`src/rtl/pwm6_pkg.sv`:
```
package pwm6_pkg;
  typedef enum logic [2:0] {
    A_CMP  = 3'd0,
    A_TOP  = 3'd1,
    A_CTRL = 3'd2,
    A_OE   = 3'd3,
    A_PORT = 3'd4,
    A_FLAG = 3'd5
  } reg_addr_e;

  typedef enum logic [1:0] {
    OM_OFF    = 2'b00,
    OM_ALT    = 2'b01,
    OM_NONINV = 2'b10,
    OM_INV    = 2'b11
  } outmode_e;
endpackage

```
`src/rtl/pwm6_regs.sv`:
```
module pwm6_regs
  import pwm6_pkg::*;
#(
  parameter int CNT_W   = 8,
  parameter int NPINS   = 6,
  parameter int TOP_RST = 255
) (
  input  logic             clk,
  input  logic             rst,
  input  logic             wr_en,
  input  logic [2:0]       wr_addr,
  input  logic [CNT_W-1:0] wr_data,
  output logic [CNT_W-1:0] cmp_buf,
  output logic [CNT_W-1:0] top_buf,
  output logic             dual,
  output outmode_e         outmode,
  output logic             irq_en,
  output logic [NPINS-1:0] oe,
  output logic [NPINS-1:0] port,
  output logic             flag_clr
);
  localparam logic [CNT_W-1:0] TOP_INIT = CNT_W'(TOP_RST);

  assign flag_clr = wr_en && (wr_addr == A_FLAG) && wr_data[0];

  always_ff @(posedge clk) begin
    if (rst) begin
      cmp_buf <= '0;
      top_buf <= TOP_INIT;
      dual    <= 1'b0;
      outmode <= OM_OFF;
      irq_en  <= 1'b0;
      oe      <= '0;
      port    <= '0;
    end else if (wr_en) begin
      case (wr_addr)
        A_CMP:  cmp_buf <= wr_data;
        A_TOP:  top_buf <= wr_data;
        A_CTRL: begin
          dual    <= wr_data[0];
          outmode <= outmode_e'(wr_data[2:1]);
          irq_en  <= wr_data[3];
        end
        A_OE:   oe   <= wr_data[NPINS-1:0];
        A_PORT: port <= wr_data[NPINS-1:0];
        default: ;
      endcase
    end
  end
endmodule

```
`src/rtl/pwm6_counter.sv`:
```
module pwm6_counter #(
  parameter int CNT_W   = 8,
  parameter int TOP_RST = 255
) (
  input  logic             clk,
  input  logic             rst,
  input  logic             dual,
  input  logic [CNT_W-1:0] cmp_buf,
  input  logic [CNT_W-1:0] top_buf,
  output logic [CNT_W-1:0] cnt,
  output logic             dir_up,
  output logic [CNT_W-1:0] cmp_act,
  output logic [CNT_W-1:0] top_act,
  output logic             boundary
);
  localparam logic [CNT_W-1:0] ONE      = CNT_W'(1);
  localparam logic [CNT_W-1:0] TOP_INIT = CNT_W'(TOP_RST);

  // Period boundary: end of the ramp (single) or bottom of the valley (dual)
  always_comb begin
    if (dual) boundary = !dir_up && (cnt == '0);
    else      boundary = (cnt >= top_act);
  end

  always_ff @(posedge clk) begin
    if (rst) begin
      cnt     <= '0;
      dir_up  <= 1'b1;
      cmp_act <= '0;
      top_act <= TOP_INIT;
    end else begin
      if (boundary) begin
        cmp_act <= cmp_buf;
        top_act <= top_buf;
      end
      if (!dual) begin
        dir_up <= 1'b1;
        cnt    <= boundary ? '0 : cnt + ONE;
      end else if (dir_up) begin
        if (cnt >= top_act) begin
          dir_up <= 1'b0;
          cnt    <= (cnt == '0) ? '0 : cnt - ONE;
        end else begin
          cnt <= cnt + ONE;
        end
      end else begin
        if (cnt == '0) begin
          dir_up <= 1'b1;
          cnt    <= (top_buf == '0) ? '0 : ONE;
        end else begin
          cnt <= cnt - ONE;
        end
      end
    end
  end
endmodule

```
`src/rtl/pwm6_wavegen.sv`:
```
module pwm6_wavegen #(
  parameter int CNT_W = 8
) (
  input  logic             clk,
  input  logic             rst,
  input  logic             dual,
  input  logic [CNT_W-1:0] cnt,
  input  logic             dir_up,
  input  logic [CNT_W-1:0] cmp_act,
  input  logic             boundary,
  output logic             wave
);
  always_ff @(posedge clk) begin
    if (rst) begin
      wave <= 1'b0;
    end else if (!dual) begin
      if (boundary)             wave <= 1'b0;
      else if (cnt == cmp_act)  wave <= 1'b1;
    end else begin
      if (cnt == cmp_act)       wave <= dir_up;
    end
  end
endmodule

```
`src/rtl/pwm6_pinmux.sv`:
```
module pwm6_pinmux
  import pwm6_pkg::*;
#(
  parameter int NPINS = 6
) (
  input  logic             wave,
  input  outmode_e         outmode,
  input  logic [NPINS-1:0] oe,
  input  logic [NPINS-1:0] port,
  output logic [NPINS-1:0] pins
);
  logic connected;
  logic wave_pol;

  assign connected = (outmode != OM_OFF);
  assign wave_pol  = wave ^ (outmode == OM_INV);

  for (genvar i = 0; i < NPINS; i++) begin : g_pin
    assign pins[i] = (oe[i] && connected) ? wave_pol : port[i];
  end
endmodule

```
`src/rtl/pwm6_gen.sv`:
```
module pwm6_gen
  import pwm6_pkg::*;
#(
  parameter int CNT_W   = 8,
  parameter int NPINS   = 6,
  parameter int TOP_RST = 255
) (
  input  logic             clk,
  input  logic             rst,
  input  logic             wr_en,
  input  logic [2:0]       wr_addr,
  input  logic [CNT_W-1:0] wr_data,
  output logic [NPINS-1:0] pwm_pins,
  output logic             ovf_flag,
  output logic             irq
);
  logic [CNT_W-1:0] cmp_buf, top_buf, cmp_act, top_act, cnt;
  logic             dual, irq_en, flag_clr, dir_up, boundary, wave;
  outmode_e         outmode;
  logic [NPINS-1:0] oe, port;

  pwm6_regs #(.CNT_W(CNT_W), .NPINS(NPINS), .TOP_RST(TOP_RST)) u_regs (
    .clk(clk), .rst(rst), .wr_en(wr_en), .wr_addr(wr_addr), .wr_data(wr_data),
    .cmp_buf(cmp_buf), .top_buf(top_buf), .dual(dual), .outmode(outmode),
    .irq_en(irq_en), .oe(oe), .port(port), .flag_clr(flag_clr)
  );

  pwm6_counter #(.CNT_W(CNT_W), .TOP_RST(TOP_RST)) u_cnt (
    .clk(clk), .rst(rst), .dual(dual), .cmp_buf(cmp_buf), .top_buf(top_buf),
    .cnt(cnt), .dir_up(dir_up), .cmp_act(cmp_act), .top_act(top_act),
    .boundary(boundary)
  );

  pwm6_wavegen #(.CNT_W(CNT_W)) u_wave (
    .clk(clk), .rst(rst), .dual(dual), .cnt(cnt), .dir_up(dir_up),
    .cmp_act(cmp_act), .boundary(boundary), .wave(wave)
  );

  pwm6_pinmux #(.NPINS(NPINS)) u_mux (
    .wave(wave), .outmode(outmode), .oe(oe), .port(port), .pins(pwm_pins)
  );

  // Flag: a boundary outranks a simultaneous clear
  always_ff @(posedge clk) begin
    if (rst)           ovf_flag <= 1'b0;
    else if (boundary) ovf_flag <= 1'b1;
    else if (flag_clr) ovf_flag <= 1'b0;
  end

  assign irq = ovf_flag & irq_en;
endmodule

```
`config.mk`:
```
export PLATFORM = sky130hd
export DESIGN_NAME = pwm6_gen
export DESIGN_NICKNAME = d
export VERILOG_FILES = /design/src/rtl/pwm6_pkg.sv /design/src/rtl/pwm6_regs.sv /design/src/rtl/pwm6_counter.sv /design/src/rtl/pwm6_wavegen.sv /design/src/rtl/pwm6_pinmux.sv /design/src/rtl/pwm6_gen.sv
export SDC_FILE = /design/constraint.sdc
export NUM_CORES = 1
export LEC_CHECK = 0
export BUFFER_PORTS_ARGS = -buffer_cell sky130_fd_sc_hd__buf_4
export CAP_MARGIN = 30
export CORE_MARGIN = 2
export CORE_UTILIZATION = 39
export DETAILED_ROUTE_END_ITERATION = 6
export HOLD_SLACK_MARGIN = 0.08
export PLACE_DENSITY_LB_ADDON = 0.08
export SYNTH_ARGS = -nofsm -noshare
export SYNTH_HDL_FRONTEND = slang
export SYNTH_SLANG_ARGS = --single-unit
```
`constraint.sdc`:
```
create_clock -name clk -period 6.2 [get_ports clk]
set_clock_uncertainty 0.1 [all_clocks]
set_input_delay 0.93 -clock clk [delete_from_list [all_inputs] [get_ports clk]]
set_output_delay 0.93 -clock clk [all_outputs]
set_load 0.1 [all_outputs]
```
==> run summary <==
The run finished with clean final reports. The cell count after synthesis is between 300 and 400. The post-synthesis cell type count came out at 48.

The design internal power came out at about 0.00065 W. The summed negative setup slack over all endpoints is 0 ns. The number of failing hold endpoints at the final stage came out at 0. The share of total power dissipated in the clock network is between 40% and 50%. Of all cell types, the one taking the most synthesized area is dfxtp_1.

The placeable core region came out at 7180 µm². The number of antenna diodes in the final layout is 0. The via count of the first global-routing pass is around 2k. TritonCTS built the clock tree. After floorplanning, the core was divided into 31 placement rows.

The number of buffers added to fix hold violations after cts is 0. 22 I/O pins were placed. The area overhead of the layout relative to synthesis came out at 15.2%.

The critical path capture point type is an output pin. The type of the worst setup path is flop to output pin. The path class of the tightest hold or removal check is flop to flop. In this run the number of H-tree levels came out at 3.

In this run the vertical extent of the chip is ~90 µm. After synthesis, the most frequently instantiated cells are dfxtp_1, nor2_1, nand2_1. The floorplan die width is 89.5 µm.

At the pin with the least slew margin, the transition time is between 0.8 and 0.9 ns. The number of filler cells placed in the layout came out at just over 700. The maximum count of clock buffers along a single path came out at 2. The maximum fanout along the worst path came out at 6. The part of the power in combinational logic came out at 10.9%.

Counting flops and latches in the post-synthesis netlist gives 59. Power spread over the standard cell area amounts to approximately 260 nW/µm². Summing all flip-flop and latch instances after layout gives 1180 µm².

The DRC violations left is 0. The final cell count without fillers came out at about 440. The clock-pin slew reported for the worst setup and hold paths after clock tree synthesis came out at around 0.060 ns. Setup violations remaining at the end of the flow were counted as 0. The sum of net half-perimeters after detailed placement is between 4 and 5 mm.

The worst hold margin came out at about 0.36 ns. Data on the critical path is required at its endpoint by slightly above 5 ns. After clock tree synthesis, the repair step resized 0 gates. The shortest clock period the worst path allows after layout came out at 2.85 ns. The post-synthesis average cell area came out at 8.97 µm². The peak per-stage delay on the critical path is 0.47 ns. Global routing consumed, over all layers together, between 15 and 20% of the routing resources.

The starting density of the core came out at 39.8%. The switching power share of the total is approximately 25%. The number of optimization iterations in the first detailed-route pass is 4. The area fraction of the dominant cell type after synthesis is between 40% and 50%. The number of clock sinks came out at 59. The synthesized netlist occupies a cell area of between 2000 and 3000 µm². The power consumption came out at approximately 0.00086 W. The number of enable flip-flop cells after synthesis is 0. During synthesis, Yosys emitted a total of 0 warnings. The number of port buffers is 21. The most common cell in the synthesized netlist is dfxtp_1.

Among all stages on the critical path, the largest delay is contributed by o21ai_1. The root buffer cell chosen for the clock tree is clkbuf_8. The number of design-rule violations left by the first detailed-router iteration is 79. The wire length per cell came out at between 10 and 15 µm. The leakage power came out at 1.31 nW.

Setup repair after global routing left no endpoint under its margin. The initial antenna violation count came out at 0. The total setup buffers inserted after CTS is 0.

The relative contribution of sequential cells to total power is between 40% and 50%. The via count is about 2.2k. The post-synthesis net count is between 300 and 400.

The number of max-slew violations in the final report was 0. The dominant register cell in the synthesized netlist is dfxtp_1. The fraction of final layout cells sized beyond drive strength 1 is between 15 and 20%. The wire length of the first global-routing pass came out at 10.1 mm. The placer congestion estimate is roughly 0.75.

For the worst setup path, the data arrival time is roughly 1.8 ns. The insertion delay to the later sink of the worst-skew pair is between 0.3 and 0.4 ns. The instance area after placement came out at a little over 3000 µm².

The number of placed instances, taps included came out at ~420. The final cell area excluding filler cells came out at between 3000 and 4000 µm². The switching power total is between 0.0002 and 0.00025 W.

The maximum ir drop on the vdd rail is around 0.12 mV. The final critical-path share of the clock period came out at 46.0%. The worst-case headroom to the max-slew limit came out at 43.4%. Ranked by total cell area, the synthesized netlist is headed by dfxtp_1, mux2i_1, nor2_1. The post-layout net count is 359.

The tool flagged a number of max-cap violations equal to 0. The area of the die came out at about 8000 µm². The async set-reset flop share out of synthesis came out at 0%. The combined area of the multi-input logic cells is between 1500 and 2000 µm². The largest net degree at the start of global routing is just over 60. The global route total overflow came out at 0. The timing-limited maximum frequency is 351 MHz. The number of nets with antenna violations after routing came out at 0. The CTS buffer count is 9. The wire length after detailed routing is about 6.3 mm. After detailed routing, the number of vias per cell comes to 5.04. The critical path goes through nand2_1 -> o21ai_1 -> a22o_1 -> buf_4. The kind of start point of the critical path is a flop. The fraction of the yosys area taken by sequential cells is between 40% and 50%.
==> cell type report <==
cell class                      count  share of cell area (%)
Clock buffer                       12                    5.02
Sequential cell                    59                    35.9
Clock inverter                      2                    1.07
Multi-Input combinational cell    231                    47.2
Inverter                           10                    1.14
Timing Repair Buffer               23                    5.86
Tap cell                           99                    3.77
==> logic make-up (layout without fill, tap and decap cells) <==
family / after synthesis / count (layout) / share of synthesized area [%]
adder cells (fa/ha/maj): 11 / 11 / 4.82
flip-flops: 59 / 59 / 41.4
XOR/XNOR: 15 / 15 / 4.60
AO/OA/AOI/OAI: 54 / 54 / 14.2
buffers and inverters: 28 / 47 / 4.21
AND/OR/NAND/NOR: 124 / 124 / 21.3
multiplexers: 27 / 27 / 9.51
==> power groups by stage <==
| stage | Clock (W) | Combinational [W] | Sequential, W |
|---|---|---|---|
| 2_1_floorplan | 0 | 0.0000809 | 0.000405 |
| 3_3_place_gp | 0 | 0.0000930 | 0.000416 |
| 3_5_place_dp | 0 | 0.0000929 | 0.000416 |
| 4_1_cts | 0.000371 | 0.0000939 | 0.000407 |
| 5_1_grt | 0.000387 | 0.000103 | 0.000409 |
| 6_report | 0.000359 | 0.0000934 | 0.000407 |
==> cells in the final DEF, fill, tap and decap left out, types with 3 or more instances in the layout <==
cell type	instances
inv_1	10
o21ai_0	3
xor2_1	4
nand2_1	33
o22a_2	3
ha_1	11
nand3_1	4
a21oi_1	12
buf_4	22
nor3_1	7
xnor2_1	11
a211o_1	15
clkbuf_8	12
dfxtp_1	59
a22o_1	6
nor2_1	48
a31oi_1	5
mux2i_1	26
nor2b_1	8
==> through the flow <==
stage / util, % / setup WS (ns)
final: 45.8 / 3.35
after global routing: 45.8 / 3.22
after CTS: 45.8 / 3.32
after detailed placement: 43.0 / 3.45
after global placement: 42.7 / 3.37
after floorplan: - / 3.36
==> sequential cells by signal, summed over array words and instances, names as in the netlist <==
signal          cells
u_regs.port         6
u_cnt.cmp_act       8
u_regs.irq_en       1
u_cnt.cnt           8
u_regs.dual         1
u_regs.outmode      2
u_cnt.top_act       8
u_cnt.dir_up        1
u_wave.wave         1
u_regs.top_buf      8
ovf_flag            1
u_regs.oe           6
u_regs.cmp_buf      8
==> worst max-delay path: cells and delay by family (launching register included) <==
kind	cells	cell delay [ns]
AO/OA/AOI/OAI	2	0.72
buffers and inverters	1	0.29
flip-flops	1	0.39
AND/OR/NAND/NOR	1	0.07
==> worst paths after layout <==
path         depth (start not counted)              start  slack (ns)           endpoint
max                                  4        u_wave.wave        3.35        pwm_pins[5]
min                                  2  u_regs.cmp_buf[3]        0.36  u_regs.cmp_buf[3]
max reg2reg                          8       u_cnt.cnt[0]        3.42       u_cnt.cnt[5]
min reg2reg                          2  u_regs.cmp_buf[3]        0.36  u_regs.cmp_buf[3]
==> layer usage <==
layer	GRT usage, %	share of wire (%)	vias up	routed length [µm]
met5	0	0	-	0
met4	6.92	1.6	0	99
met3	4.71	3.0	9	190
met2	27.4	47	32	2950
met1	21.8	49	1019	3070
li1	-	-	1139	-
Power figures use the tool's default switching activity.
